===== config.mk =====
export PLATFORM = sky130hd
export DESIGN_NAME = mbf_unit
export DESIGN_NICKNAME = d
export VERILOG_FILES = /design/src/rtl/mbf_pkg.sv /design/src/rtl/mbf_flag_reg.sv /design/src/rtl/mbf_event_map.sv /design/src/rtl/mbf_view.sv /design/src/rtl/mbf_bus_decode.sv /design/src/rtl/mbf_unit.sv
export SDC_FILE = /design/constraint.sdc
export NUM_CORES = 1
export LEC_CHECK = 0
export BUFFER_PORTS_ARGS = -buffer_cell sky130_fd_sc_hd__buf_2
export CORE_AREA = 4 4 130 132
export DETAILED_ROUTE_END_ITERATION = 7
export DIE_AREA = 0 0 134 136
export SLEW_MARGIN = 10
export SYNTH_ARGS = -nofsm -noshare
export SYNTH_HDL_FRONTEND = slang
export SYNTH_HIERARCHICAL = 1
export SYNTH_SLANG_ARGS = --single-unit

===== constraint.sdc =====
create_clock -name clk -period 1.6 [get_ports clk]
set_clock_uncertainty 0.2 [all_clocks]
set_input_delay 0.16 -clock clk [delete_from_list [all_inputs] [get_ports clk]]
set_output_delay 0.16 -clock clk [all_outputs]
set_load 0.005 [all_outputs]

===== src/rtl/mbf_pkg.sv =====
package mbf_pkg;
  // Byte offset of register idx; the highest index sits at base, lower ones follow every 4 bytes.
  function automatic int reg_offset(input int idx, input int nreg, input int base);
    return base + 4 * (nreg - 1 - idx);
  endfunction

  // Mask with the low n bits set, for a vector of width w (w <= 64).
  function automatic logic [63:0] low_ones(input int n);
    logic [63:0] m;
    m = '0;
    for (int i = 0; i < 64; i++) if (i < n) m[i] = 1'b1;
    return m;
  endfunction
endpackage


===== src/rtl/mbf_flag_reg.sv =====
module mbf_flag_reg #(
  parameter int W = 32
) (
  input  logic         clk,
  input  logic         rst_n,
  input  logic [W-1:0] set_vec,
  input  logic [W-1:0] clr_vec,
  output logic [W-1:0] flags
);
  always_ff @(posedge clk or negedge rst_n) begin
    if (!rst_n) flags <= '0;
    else        flags <= (flags & ~clr_vec) | set_vec;
  end

  assert_set_lands_R2: assert property (@(posedge clk) disable iff (!rst_n)
    (|set_vec) |=> ((flags & $past(set_vec)) == $past(set_vec)));
  assert_clear_R3: assert property (@(posedge clk) disable iff (!rst_n)
    (|(clr_vec & ~set_vec)) |=> ((flags & $past(clr_vec & ~set_vec)) == '0));
  assert_no_spurious_R3: assert property (@(posedge clk) disable iff (!rst_n)
    1'b1 |=> ((flags & ~$past(flags) & ~$past(set_vec)) == '0));
  assert_set_wins_R4: assert property (@(posedge clk) disable iff (!rst_n)
    (|(set_vec & clr_vec)) |=> ((flags & $past(set_vec & clr_vec)) == $past(set_vec & clr_vec)));
endmodule


===== src/rtl/mbf_event_map.sv =====
module mbf_event_map #(
  parameter int NUM_BUF = 64,
  parameter int EVT_W   = 3,
  parameter int RSVD_W  = 5
) (
  input  logic               fifo_en,
  input  logic [NUM_BUF-1:0] done,
  input  logic [EVT_W-1:0]   fifo_evt,
  output logic [NUM_BUF-1:0] set_vec
);
  localparam int SPAN = EVT_W + RSVD_W;

  always_comb begin
    set_vec = done;
    if (fifo_en) set_vec[SPAN-1:0] = {fifo_evt, {RSVD_W{1'b0}}};
  end
endmodule


===== src/rtl/mbf_view.sv =====
module mbf_view #(
  parameter int NUM_BUF = 64,
  parameter int EVT_W   = 3,
  parameter int RSVD_W  = 5
) (
  input  logic               fifo_en,
  input  logic               abort_en,
  input  logic [NUM_BUF-1:0] flags,
  input  logic [NUM_BUF-1:0] mask,
  input  logic [NUM_BUF-1:0] buf_tx,
  output logic [NUM_BUF-1:0] visible,
  output logic               irq,
  output logic [NUM_BUF-1:0] wr_block
);
  import mbf_pkg::*;
  localparam int SPAN = EVT_W + RSVD_W;
  localparam logic [NUM_BUF-1:0] RSVD_MASK = NUM_BUF'(low_ones(RSVD_W));
  localparam logic [NUM_BUF-1:0] SPAN_MASK = NUM_BUF'(low_ones(SPAN));

  logic [NUM_BUF-1:0] tx_region;

  always_comb begin
    visible   = fifo_en ? (flags & ~RSVD_MASK) : flags;
    tx_region = fifo_en ? ~SPAN_MASK : '1;
    irq       = |(visible & mask);
    wr_block  = abort_en ? (flags & buf_tx & tx_region) : '0;
  end
endmodule


===== src/rtl/mbf_bus_decode.sv =====
module mbf_bus_decode #(
  parameter int NUM_REG  = 2,
  parameter int REG_W    = 32,
  parameter int ADDR_W   = 8,
  parameter int BASE_OFS = 'h2C
) (
  input  logic [ADDR_W-1:0]        bus_addr,
  input  logic                     bus_wr,
  input  logic [REG_W-1:0]         bus_wdata,
  input  logic [NUM_REG*REG_W-1:0] visible,
  output logic [NUM_REG*REG_W-1:0] clr_vec,
  output logic [REG_W-1:0]         bus_rdata
);
  import mbf_pkg::*;

  logic [NUM_REG-1:0] hit;

  for (genvar g = 0; g < NUM_REG; g++) begin : g_reg
    assign hit[g] = (bus_addr == ADDR_W'(reg_offset(g, NUM_REG, BASE_OFS)));
    assign clr_vec[g*REG_W +: REG_W] = (bus_wr && hit[g]) ? bus_wdata : '0;
  end

  always_comb begin
    bus_rdata = '0;
    for (int i = 0; i < NUM_REG; i++)
      if (hit[i]) bus_rdata = visible[i*REG_W +: REG_W];
  end
endmodule


===== src/rtl/mbf_unit.sv =====
module mbf_unit #(
  parameter int NUM_BUF  = 64,
  parameter int REG_W    = 32,
  parameter int ADDR_W   = 8,
  parameter int BASE_OFS = 'h2C,
  parameter int EVT_W    = 3,
  parameter int RSVD_W   = 5
) (
  input  logic               clk,
  input  logic               rst_n,
  input  logic               fifo_en,
  input  logic               abort_en,
  input  logic [NUM_BUF-1:0] done,
  input  logic [EVT_W-1:0]   fifo_evt,
  input  logic [NUM_BUF-1:0] buf_tx,
  input  logic [NUM_BUF-1:0] mask,
  input  logic [ADDR_W-1:0]  bus_addr,
  input  logic               bus_wr,
  input  logic [REG_W-1:0]   bus_wdata,
  output logic [REG_W-1:0]   bus_rdata,
  output logic               irq,
  output logic [NUM_BUF-1:0] wr_block
);
  import mbf_pkg::*;
  localparam int NUM_REG = NUM_BUF / REG_W;
  localparam logic [ADDR_W-1:0] LO_OFS = ADDR_W'(reg_offset(0, NUM_REG, BASE_OFS));

  logic [NUM_BUF-1:0] set_vec, clr_vec, flags, visible;

  mbf_event_map #(.NUM_BUF(NUM_BUF), .EVT_W(EVT_W), .RSVD_W(RSVD_W)) u_map (
    .fifo_en(fifo_en), .done(done), .fifo_evt(fifo_evt), .set_vec(set_vec));

  for (genvar g = 0; g < NUM_REG; g++) begin : g_flag
    mbf_flag_reg #(.W(REG_W)) u_reg (
      .clk(clk), .rst_n(rst_n),
      .set_vec(set_vec[g*REG_W +: REG_W]),
      .clr_vec(clr_vec[g*REG_W +: REG_W]),
      .flags(flags[g*REG_W +: REG_W]));
  end

  mbf_view #(.NUM_BUF(NUM_BUF), .EVT_W(EVT_W), .RSVD_W(RSVD_W)) u_view (
    .fifo_en(fifo_en), .abort_en(abort_en), .flags(flags), .mask(mask),
    .buf_tx(buf_tx), .visible(visible), .irq(irq), .wr_block(wr_block));

  mbf_bus_decode #(.NUM_REG(NUM_REG), .REG_W(REG_W), .ADDR_W(ADDR_W),
                   .BASE_OFS(BASE_OFS)) u_dec (
    .bus_addr(bus_addr), .bus_wr(bus_wr), .bus_wdata(bus_wdata),
    .visible(visible), .clr_vec(clr_vec), .bus_rdata(bus_rdata));

  assert_irq_needs_mask_R5: assert property (@(posedge clk) disable iff (!rst_n)
    irq |-> (|mask));
  assert_fifo_low_zero_R7: assert property (@(posedge clk) disable iff (!rst_n)
    (fifo_en && bus_addr == LO_OFS) |-> (bus_rdata[RSVD_W-1:0] == '0));
  assert_block_tx_only_R9: assert property (@(posedge clk) disable iff (!rst_n)
    ((wr_block & ~buf_tx) == '0));
  assert_block_needs_abort_R9: assert property (@(posedge clk) disable iff (!rst_n)
    (!abort_en) |-> (wr_block == '0));
endmodule


Word level (Yosys, flattened, before mapping) --
Cells that the tools add are included.
Operators by class: $add $sub $neg 0, $mul 0, div/mod/pow operators 0, magnitude comparators 0, equality and inequality tests 2, shift operators 0, mux-type cells 8, bitwise logic cells 9, reduce and logical (&&, ||, !) cells 3
Operator list (count):
- 64-bit AND | 3
- 32-bit 2-to-1 mux | 4
- 32-bit AND | 2
- 64-bit 2-to-1 mux | 1
- 32-bit NOT | 2
- 32-bit bitwise OR | 2
- 64-bit OR reduction | 1
- 8-bit by 6-bit == test with 1-bit output, second input constant | 2
- 8-bit 2-to-1 mux | 2
- 5-bit 2-to-1 mux | 1
- 1-bit logical AND | 2
Word-level totals: flip-flop bits (word level) 64, bits in latches 0, bits in writable memories 0, memory bits (read-only) 0, input port bits 240, word-level logic and storage cells 24, memories kept 0

Logic depth before layout (Yosys ltp) --
word-level depth 6, gate-level depth with buffers 7, gate-level depth less buffers 5

Hierarchy --
The synthesis kept the hierarchy.
By module, submodules not included:
- mbf_flag_reg | instances 2, cells an instance 96, area an instance 1161.1 µm²
- mbf_view | instances 1, cells an instance 181, area an instance 1234.9 µm²
- mbf_bus_decode | instances 1, cells an instance 152, area an instance 934.6 µm²
- mbf_event_map | instances 1, cells an instance 64, area an instance 498.0 µm²

Least setup slack after synthesis --
Ideal clock, no wire load.
kind input to register, start input port bus_addr[2], end register g_flag[0].u_reg.flags[10], setup time 0.118 ns, arrival 1.177 ns, required time 1.282 ns, setup slack 0.105 ns, stages on the path 7, path buffers 2, path through and4bb_1 -> buf_2 -> and3_1 -> buf_2 -> and2_1 -> inv_1 -> a21o_1
On the way: longest elaborated chain between the ends 6
RTL lines:
- start, declared | line mbf_unit.sv:17 | input logic [ADDR_W-1:0] bus_addr,
- 8-bit by 6-bit == test with 1-bit output | line mbf_bus_decode.sv:19 | assign hit[g] = (bus_addr == ADDR_W'(reg_offset(g, NUM_REG, BASE_OFS)));
- 1-bit logical AND | line mbf_bus_decode.sv:20 | assign clr_vec[g*REG_W +: REG_W] = (bus_wr && hit[g]) ? bus_wdata : '0;
- 32-bit 2-to-1 mux | line mbf_bus_decode.sv:20
- via clr_vec[10] | line mbf_unit.sv:28 | logic [NUM_BUF-1:0] set_vec, clr_vec, flags, visible;
- 32-bit NOT | line mbf_flag_reg.sv:12 | else flags <= (flags & ~clr_vec) | set_vec;
- 32-bit AND | line mbf_flag_reg.sv:12
- 32-bit bitwise OR | line mbf_flag_reg.sv:12
- end signal, assigned | line mbf_flag_reg.sv:12
- end, declared | line mbf_flag_reg.sv:8 | output logic [W-1:0] flags
The timed path passes the listed nets, and every way through them passes these cells.

Worst setup path after layout --
start register g_flag[0].u_reg.flags[2], end output port irq
On the way: longest elaborated chain between the ends 3
RTL lines:
- 5-bit 2-to-1 mux | line mbf_view.sv:23 | visible = fifo_en ? (flags & ~RSVD_MASK) : flags;
- via visible[2] | line mbf_unit.sv:28
- 64-bit AND | line mbf_view.sv:25 | irq = |(visible & mask);
- 64-bit OR reduction | line mbf_view.sv:25
- end, declared | line mbf_unit.sv:21 | output logic irq,
The timed path passes the listed nets, and every way through them passes these cells.

==> impl_metrics.yaml <==
drt:
  vias_per_cell: 4.68
  first_pass_iters: 4
  vias: 5539
  drc: 0
  drtIter0Drc: 247
  ant_nets: 0
  wire_per_inst_um: 18.7
  wl_mm: 22.1
yosys:
  synth_fp_nets: 829
  synthAdderAreaFrac_pct: 0
  yosys_warnings: 6
  synth_cell_types: 29
  synthMuxAreaShare_pct: 0.677
  synthSimpleGateAreaFrac_pct: 23.0
  synthTopCellsByArea: "dfrtp_1 (32%), buf_4 (17%), a21o_1 (9.6%)"
  yosysTopAreaCell: "dfrtp_1"
  syn_area_mm2: 0.00499
  ys_ff_latch: 64
  postSynthAreaPerCell_um2: 8.47
  synth-xor-area-share_pct: 0
  synthCells: 589
  ys_seq_area_share_pct: 32.1
  synth_compound_area_share_pct: 19.2
  synth_top_family_by_area: "buffers and inverters"
  synth_top_cell_area_share_pct: 32.1
die:
  die_w_um: 134
  initial_core_util_pct: 31.8
  coreArea_mm2: 0.0157
  ioPinCount: 337
  die_h_um: 136
  row_count: 46
  die_area_mm2: 0.0182
worst_setup_path:
  cp-start-kind: "flip-flop"
  endpoint_kind: "output port"
  critPathMaxFanout: 2
  worstReg2RegStart: "g_flag[0].u_reg/flags[2]"
  startpoint: "g_flag[0].u_reg/flags[2]"
  cp.arrival_ns: 1.85
  crit_type: "reg2out"
  crit_required_ns: 1.24
placement:
  dpl_cell_area_mm2: 0.00665
  port_buffers: 336
  dp_cells: 1089
  routabilityCongestion: 0.869
  post-dp-hpwl_mm: 16.6
  post-place-ws_ns: -0.416
final_layout:
  final-instance-count-excl-fill: 1183
  top_register: "g_flag.u_reg/flags"
  largest_reg_flops: 64
  area_growth_syn_to_layout_pct: 65.6
  final_cell_area_mm2: 0.00826
  drive_above_1_share_pct: 54.5
  fin_nets: 1200
  top_regs: "g_flag.u_reg/flags (64)"
  fill_cells: 1509
clock_tree:
  clkSlewWorstSetupHoldPaths_ns: 0.06
  clockRootBuffer: "clkbuf_16"
  clk_path_buf_depth: 2
  clk_latency_ns: 0.33
  cts_inserted_buffers: 9
  htreeDepth: 3
  tritoncts: "yes"
  cts_sinks: 64
status:
  status: "finished with violations"
  failed_checks: "negative setup slack"
global_route:
  antenna_found_initial: 1
  grt_max_degree: 65
  grt_pass1_vias: 5732
  grt_pass1_wl_mm: 32.3
  grt.total_usage_pct: 23.4
  grt-ovfl-total: 0
timing:
  rsz0062_at_grt: "true"
  drv_slew: 0
  fin_crit_ns: 2.21
  setup_violations: 34
  relSlewSlack_pct: 74.0
  tightest_slew_ns: 0.390
  fin_tns_setup_ns: -3.65
  fin_crit_sh_pct: 138
  max_freq_mhz: 453
  hold_viol: 0
  timing.final.ws_setup_ns: -0.608
pwr:
  p_leak_nw: 3.89
  power_mw: 4.51
  ir_drop_mv: 0.370
  powerDensity_mw_per_mm2: 546
worst_hold_path:
  worstHoldStart: "bus_wdata[12]"
  holdCritPathClass: "in2reg"
flow_run:
  max-cap-violations: 0
==> final timing paths <==
| path | endpoint | slack (ns) | cells past startpoint |
|---|---|---|---|
| worst max register to register | g_flag[0].u_reg/flags[2] | 0.50 | 3 |
| min in group asynchronous | g_flag[0].u_reg/flags[9] | 0.18 | 3 |
| max in group asynchronous | g_flag[0].u_reg/flags[23] | 0.70 | 3 |
| worst min-delay path | g_flag[0].u_reg/flags[12] | 0.02 | 4 |
| worst max-delay path | irq | -0.61 | 5 |
| worst min register to register | g_flag[0].u_reg/flags[16] | 0.38 | 2 |
==> area by class of cell <==
class	instances	area (um2)	share of cell area, %
inverters	64	240	2.91
repair buffers	499	3300	39.9
multi-input cells	322	2560	31.0
diodes	2	5.00	0.0606
clock inverters	4	45.0	0.545
clock buffers	12	236	2.86
flip-flops and latches	64	1600	19.4
well taps	216	270	3.27
==> through the flow <==
stage	hold slack (ns)	utilization, %
2_1_floorplan	-0.336	-
4_1_cts	0.000405	51.0
3_5_place_dp	0.00132	42.3
6_report	0.0206	52.6
5_1_grt	0.0224	52.6
3_3_place_gp	-0.00148	42.3
==> layer usage <==
layer / part of all wire [%] / GRT usage [%] / up-vias / wire [um]
li1: - / - / 2622 / -
met1: 40 / 28.7 / 2648 / 8930
met2: 51 / 41.5 / 237 / 11400
met3: 6.2 / 4.37 / 32 / 1370
met4: 2.0 / 7.26 / 0 / 440
met5: 0 / 0 / - / 0
==> critical path, cell delays in order, from the launching register on <==
cell and delay (ns):
dfrtp_1 0.38, nor2b_4 0.14, a221o_1 0.38, nor3_1 0.20
nand4_1 0.22, buf_2 0.20
==> power breakdown <==
group	switching (mW)	internal (mW)	leakage (nW)
clock network	0.745	1.20	0.140
logic	0.390	0.553	3.19
registers	0.00171	1.62	0.560
total	1.14	3.38	3.89
==> what timing repair did <==
item / in CTS / in global routing
setup buffers: 7 / 6
hold buffers: 68 / 0
pin swaps: 31 / 17
resized for setup: 61 / 69
endpoints found under the hold margin: 128 / 0
gates cloned: 3 / 0
endpoints found under the setup margin: 34 / 39
==> synth_stat cells, drive strengths merged <==
master  instances
and4            1
a221oi          3
nor2           32
mux2            3
and4bb          1
and3b           1
nand2           4
and2           64
nand3b          2
a22oi          54
nor3            3
dfrtp          64
buf           129
inv            64
or4             1
clkbuf         10
and3           66
a21o           64
nor2b           6
and2b           5
and4b           1
nand4           5
a222oi          1
a221o           1
nor4            1
a22o            3
==> cell families after synthesis <==
family	after synthesis
flops	64
simple gates	193
compound gates	126
buf+inv	203
mux	3
==> placed cells by master (no fill, tap or decap), types with 4 or more instances in the layout <==
master         synthesis  routed
buf_2                 10     327
buf_4                115      70
dlygate4sd3_1          0      68
inv_1                 64      64
a21o_1                64      64
and2_1                64      64
dfrtp_1               64      63
and3_1                66      63
a22oi_2                0      33
buf_6                  1      25
nor2_4                 0      24
a22oi_1               54      21
clkbuf_16              0       9
buf_12                 0       8
nor2_1                32       6
and2b_2                5       5
nor2b_4                0       5
nand4_1                5       5
nand2_1                4       4
(Power assumes the default switching activity.)
